File: config.mk
export PLATFORM = sky130hd
export DESIGN_NAME = two_stage_wdt
export DESIGN_NICKNAME = d
export VERILOG_FILES = /design/src/rtl/wdt_pkg.sv /design/src/rtl/wdt_tick_gen.sv /design/src/rtl/wdt_down_counter.sv /design/src/rtl/wdt_status.sv /design/src/rtl/two_stage_wdt.sv
export SDC_FILE = /design/constraint.sdc
export NUM_CORES = 1
export LEC_CHECK = 0
export ABC_CLOCK_PERIOD_IN_PS = 2900
export CORE_AREA = 5 5 73 75
export DETAILED_ROUTE_END_ITERATION = 16
export DIE_AREA = 0 0 78 80
export DONT_BUFFER_PORTS = 1
export PLACE_DENSITY = 0.86
export REMOVE_ABC_BUFFERS = 1
export SYNTH_ARGS = -nofsm -noshare
export SYNTH_HDL_FRONTEND = slang
export SYNTH_SLANG_ARGS = --single-unit
File: constraint.sdc
create_clock -name clk -period 2.9 [get_ports clk]
set_input_delay 0.435 -clock clk [delete_from_list [all_inputs] [get_ports clk]]
set_output_delay 0.435 -clock clk [all_outputs]
set_load 0.01 [all_outputs]
File: src/rtl/wdt_pkg.sv
package wdt_pkg;
  localparam int ADDR_W = 5;
  localparam int DATA_W = 16;

  // Register byte offsets (decoded by software)
  localparam logic [ADDR_W-1:0] OFS_COUNT = 5'h00;
  localparam logic [ADDR_W-1:0] OFS_STAT1 = 5'h04;
  localparam logic [ADDR_W-1:0] OFS_STAT2 = 5'h06;
  localparam logic [ADDR_W-1:0] OFS_CTRL  = 5'h08;
  localparam logic [ADDR_W-1:0] OFS_INIT  = 5'h12;

  // Bit positions
  localparam int HALT_BIT   = 11;
  localparam int FIRST_BIT  = 3;
  localparam int SECOND_BIT = 1;
  localparam int BOOT_BIT   = 2;

  localparam int MIN_INIT = 4;

  typedef struct packed {
    logic first;
    logic second;
    logic boot;
  } wdt_flags_t;
endpackage

File: src/rtl/wdt_tick_gen.sv
module wdt_tick_gen #(
  parameter int PRESCALE = 60000
) (
  input  logic clk,
  input  logic rst_n,
  input  logic run,
  input  logic restart,
  output logic tick
);
  localparam int PW = (PRESCALE > 2) ? $clog2(PRESCALE) : 1;
  localparam logic [PW-1:0] TERM = PW'(PRESCALE - 1);

  logic [PW-1:0] pre_q;

  assign tick = run && (pre_q == TERM);

  always_ff @(posedge clk or negedge rst_n) begin
    if (!rst_n)                 pre_q <= '0;
    else if (!run || restart)   pre_q <= '0;
    else if (pre_q == TERM)     pre_q <= '0;
    else                        pre_q <= pre_q + 1'b1;
  end

  assert_pre_bound_R2: assert property (@(posedge clk) disable iff (!rst_n)
    pre_q <= TERM);
endmodule

File: src/rtl/wdt_down_counter.sv
module wdt_down_counter #(
  parameter int          CNT_W     = 10,
  parameter logic [CNT_W-1:0] RESET_VAL = 10'd4
) (
  input  logic             clk,
  input  logic             rst_n,
  input  logic [CNT_W-1:0] init_val,
  input  logic             load,
  input  logic             tick,
  output logic [CNT_W-1:0] count,
  output logic             expire
);
  assign expire = tick && (count == '0);

  always_ff @(posedge clk or negedge rst_n) begin
    if (!rst_n)          count <= RESET_VAL;
    else if (load)       count <= init_val;
    else if (tick) begin
      if (count == '0)   count <= init_val;
      else               count <= count - 1'b1;
    end
  end

  assert_expire_reload_R6: assert property (@(posedge clk) disable iff (!rst_n)
    expire |=> count == $past(init_val));
endmodule

File: src/rtl/wdt_status.sv
module wdt_status
  import wdt_pkg::*;
(
  input  logic       clk,
  input  logic       rst_n,
  input  logic       expire,
  input  logic       no_reboot,
  input  logic       clr_first,
  input  logic       clr_second,
  input  logic       clr_boot,
  output wdt_flags_t flags,
  output logic       rst_req
);
  logic escalate;
  assign escalate = expire && flags.first;

  always_ff @(posedge clk or negedge rst_n) begin
    if (!rst_n) begin
      flags   <= '0;
      rst_req <= 1'b0;
    end else begin
      rst_req <= escalate && !no_reboot;
      // set has priority over a same-cycle clear
      if (expire && !flags.first) flags.first <= 1'b1;
      else if (clr_first)         flags.first <= 1'b0;
      if (escalate)               flags.second <= 1'b1;
      else if (clr_second)        flags.second <= 1'b0;
      if (escalate)               flags.boot <= 1'b1;
      else if (clr_boot)          flags.boot <= 1'b0;
    end
  end

  assert_rst_pulse_R7: assert property (@(posedge clk) disable iff (!rst_n)
    rst_req |=> !rst_req);
  assert_rst_flags_R7: assert property (@(posedge clk) disable iff (!rst_n)
    rst_req |-> (flags.second && flags.boot));
  assert_rst_gated_R8: assert property (@(posedge clk) disable iff (!rst_n)
    rst_req |-> !$past(no_reboot));
endmodule

File: src/rtl/two_stage_wdt.sv
module two_stage_wdt
  import wdt_pkg::*;
#(
  parameter int PRESCALE     = 60000,
  parameter int CNT_W        = 10,
  parameter int INIT_DEFAULT = 50
) (
  input  logic              clk,
  input  logic              rst_n,
  input  logic [ADDR_W-1:0] addr,
  input  logic              wr_en,
  input  logic [DATA_W-1:0] wr_data,
  input  logic              rd_en,
  output logic [DATA_W-1:0] rd_data,
  output logic              rd_valid,
  input  logic              no_reboot,
  output logic              rst_req
);
  localparam logic [CNT_W-1:0] INIT_RST = CNT_W'(INIT_DEFAULT);

  logic             halt_q;
  logic [CNT_W-1:0] init_q;
  logic [CNT_W-1:0] count;
  logic             tick, expire, reload;
  wdt_flags_t       flags;
  logic [DATA_W-1:0] rd_mux;

  assign reload = wr_en && (addr == OFS_COUNT);

  always_ff @(posedge clk or negedge rst_n) begin
    if (!rst_n) begin
      halt_q <= 1'b1;
      init_q <= INIT_RST;
    end else if (wr_en) begin
      if (addr == OFS_CTRL) halt_q <= wr_data[HALT_BIT];
      if (addr == OFS_INIT && wr_data[CNT_W-1:0] >= CNT_W'(MIN_INIT))
        init_q <= wr_data[CNT_W-1:0];
    end
  end

  wdt_tick_gen #(.PRESCALE(PRESCALE)) u_tick (
    .clk(clk), .rst_n(rst_n), .run(!halt_q), .restart(reload), .tick(tick)
  );

  wdt_down_counter #(.CNT_W(CNT_W), .RESET_VAL(INIT_RST)) u_cnt (
    .clk(clk), .rst_n(rst_n), .init_val(init_q), .load(reload),
    .tick(tick), .count(count), .expire(expire)
  );

  wdt_status u_stat (
    .clk(clk), .rst_n(rst_n), .expire(expire), .no_reboot(no_reboot),
    .clr_first (wr_en && addr == OFS_STAT1 && wr_data[FIRST_BIT]),
    .clr_second(wr_en && addr == OFS_STAT2 && wr_data[SECOND_BIT]),
    .clr_boot  (wr_en && addr == OFS_STAT2 && wr_data[BOOT_BIT]),
    .flags(flags), .rst_req(rst_req)
  );

  always_comb begin
    rd_mux = '0;
    case (addr)
      OFS_COUNT: rd_mux[CNT_W-1:0] = count;
      OFS_INIT:  rd_mux[CNT_W-1:0] = init_q;
      OFS_CTRL:  rd_mux[HALT_BIT]  = halt_q;
      OFS_STAT1: rd_mux[FIRST_BIT] = flags.first;
      OFS_STAT2: begin
        rd_mux[SECOND_BIT] = flags.second;
        rd_mux[BOOT_BIT]   = flags.boot;
      end
      default:   rd_mux = '0;
    endcase
  end

  always_ff @(posedge clk or negedge rst_n) begin
    if (!rst_n) begin
      rd_data  <= '0;
      rd_valid <= 1'b0;
    end else begin
      rd_valid <= rd_en;
      rd_data  <= rd_en ? rd_mux : '0;
    end
  end

  assert_init_floor_R4: assert property (@(posedge clk) disable iff (!rst_n)
    init_q >= CNT_W'(MIN_INIT));
  assert_halt_freeze_R2: assert property (@(posedge clk) disable iff (!rst_n)
    (halt_q && !reload) |=> $stable(count));
  assert_rd_latency_R10: assert property (@(posedge clk) disable iff (!rst_n)
    rd_en |=> rd_valid);
endmodule

==> flow_summary.ini <==
[route]
num_vias = 2024
wl_met2_um = 2550
wl_met3_um = 499
remaining_drc_errors = 0
viasPerCell = 6.266
wl_um = 5512
topRoutingLayerUsed = met4
ant_nets = 0
wl_per_cell_um = 17.07
wl_met1_um = 2410
firstDrtPassIters = 4
drt_iter0_drc = 200

[setup_path]
crit_family = simple AND/OR/NAND/NOR gates
reg2reg_from = u_cnt.count[0]
reg2reg_to = u_cnt.count[3]
crit_chain = inv_1 > ha_1 > or3b_2 > or4_1 > nand2_1 > o21ai_1 > a22o_1
critPathRequiredTime_ns = 3.11
cp_data_arrival_time_ns = 2.68
cpMaxStageDelayCell = or4_1
path_class = flip-flop to flip-flop
rrSetupSlack_ns = 0.43
crit_path_end_kind = flip-flop
cp_max_fo = 7
max_stage_delay_ns = 0.59
cp_num_buf_inv = 1
cp-start-kind = flip-flop
ff2ff_path_depth = 7

[sta]
relSlewSlack_pct = 64.59
fin_worst_skew_ns = 0.01243
fmax_mhz = 404.5
hold_slack_ns = 0.1608
setup_tns_ns = 0
rsz0062_at_grt = false
hold_viol_final = 0
setup_viol = 0
slew_viol_final = 0
tightest_slew_ns = 0.5311
period_share_pct = 85.25
min_period_ns = 2.472

[die]
die-area_um2 = 6240
core_um2 = 4598
die_y_um = 80
initial_core_util_pct = 58.50
num_rows = 25
pin_count = 44
dieWidth_um = 78

[min_path]
min-delay-start = rd_en
whs_path_depth = 0
hold_path_end = rd_valid
min-delay-path-class = input pin to flip-flop

[grt]
gr-total-overflow = 0
grt_antenna_before_repair = 0
grt_pass1_vias = 1943
grtUsageTotal_pct = 18.69
grt_max_degree = 54
grt_pass1_wl_um = 9239

[synth]
yosys_warnings = 0
yosys.area_share.adder_pct = 0.9302
yosysSeqAreaShare_pct = 49.63
yosys-top-cells-area = dfrtp_1 (43%), dfstp_2 (6.8%), mux2_2 (4.2%)
synth.top_cell.area_share_pct = 42.79
synth.area.mux_share_pct = 4.558
synth_top_area_cell = dfrtp_1
synthesis.area_um2 = 2690
synth_cells = 272
avgSynthCellArea_um2 = 9.890
async_reset_ff_share_pct = 100.0
synth_xor_area_share_pct = 4.884
ys.flop_type = dfrtp_1
synth_cell_types = 50
synth_compound_area_share_pct = 11.02
synth_edf_count = 0
synthSimpleGateAreaFrac_pct = 24.28
synth_top_family_by_area = simple AND/OR/NAND/NOR gates
synth_commonest_cells = dfrtp_1 (46), nor2_1 (28), nand2_1 (20), nand3_1 (14)
synth_seq_cells = 53
synth.most_common_cell = dfrtp_1

[finish]
final_nets = 296
syn2layout_area_growth_pct = 5.349
antennaDiodeCount = 0
drive_gt1_share_pct = 11.90
post-route-util_pct = 61.63

[clock_network]
cts_resized = 0
cts-buffers-inserted = 5
cts.sinks = 53
root_buffer = clkbuf_8
clk_pin_slew_ns = 0.10
clk_path_buf_depth = 2
clk_latency_ns = 0.31
cts-htree-levels = 2
tritoncts = built

[power]
peakVddDrop_mv = 0.4693
p_leak_nw = 1.205
power_w = 0.001677
power_density_nw_per_um2 = 591.6

[placement]
place.gp.congestion = 0.8346
numPortBuffers = 0
hpwlAfterDp_um = 3811

[outcome]
status = completed

[run]
max_cap_viol_count = 0
## cell type report
class | instances | area (um^2)
clock buffer | 7 | 86.33
clock inverter | 1 | 30.03
fill | 362 | 1764
inverter | 8 | 30.03
multi-input combinational | 198 | 1247
sequential | 53 | 1335
tap | 54 | 67.56
timing repair buffer | 2 | 37.54
## logic make-up after synthesis
family                     count (synthesis)
adders and majority gates                  2
DFF                                       53
and+or+nand+nor                          120
xor gates and xnor gates                  15
other                                      1
AOI/OAI and AO/OA                         45
muxes                                     11
buffers and inverters                     25
## worst register-to-register path, stage by stage (launching register included)
cell and delay [ns]:
dfrtp_1 0.42, inv_1 0.11, ha_1 0.17, or3b_2 0.53, or4_1 0.59, nand2_1 0.22, o21ai_1 0.10, a22o_1 0.23
## timing repair
action                                 4_1_cts  5_1_grt
endpoints found under the hold margin       53        0
hold buffers                                 2        0
setup buffers                                0        0
## metrics by stage
stage / std cells / instance area [um^2] / setup slack [ns]
after floorplan: 259 / 2613 / 0.6610
after detailed placement: 313 / 2680 / 0.4825
after global routing: 323 / 2834 / 0.3108
after CTS: 323 / 2834 / 0.4553
final: 323 / 2834 / 0.4277
after global placement: 313 / 2680 / 0.4889
## registers in the layout, summed over array words and instances (netlist names)
signal          flops
u_stat.rst_req      1
u_cnt.count        10
u_stat.flags        3
rd_data            11
u_tick.pre_q       16
rd_valid            1
halt_q              1
init_q             10
## routing by layer
| metal | vias up | GRT usage (%) |
|---|---|---|
| li1 | 957 | - |
| met1 | 976 | 24.69 |
| met2 | 82 | 29.38 |
| met3 | 9 | 6.208 |
| met4 | 0 | 5.405 |
| met5 | - | 0 |
## layout by cell type (no fill, tap or decap), types with 2 or more instances in the layout
cell       n
dfrtp_1   46
nor2_1    28
nand2_1   20
nand3_1   14
a22oi_1   10
o21ai_0   10
mux2_2    10
nor3_1     9
xor2_1     9
nor2b_1    9
inv_1      8
a21oi_1    7
or4_1      7
dfstp_2    7
nand4_1    6
xnor2_1    6
clkbuf_8   6
and3_1     5
conb_1     5
nor4_1     4
o21a_1     3
a31oi_1    3
and2_1     2
and4_1     2
or3_1      2
and4b_1    2
nand3b_1   2
o31ai_1    2
or2_2      2
a211oi_1   2
ha_1       2
## worst max-delay path by stage
stage,from,end,slack [ns],cells after the start
detailed placement,u_cnt.count[0],u_cnt.count[3],0.48,7
finish,u_cnt.count[0],u_cnt.count[3],0.43,7
global route,u_cnt.count[0],u_cnt.count[3],0.31,7
global placement,u_cnt.count[0],u_cnt.count[3],0.49,7
floorplan,u_cnt.count[0],u_cnt.count[3],0.66,7
CTS,u_cnt.count[0],u_cnt.count[3],0.46,7
## where the power goes
| group | switching, W | total [W] | internal, W | leakage (nW) |
|---|---|---|---|---|
| clock network | 0.000234 | 0.000516 | 0.000282 | 0.0585 |
| logic | 0.000115 | 0.000219 | 0.000104 | 0.465 |
| registers | 0.0000991 | 0.000942 | 0.000843 | 0.681 |
| total | 0.000448 | 0.00168 | 0.00123 | 1.21 |
(Power assumes the default switching activity.)
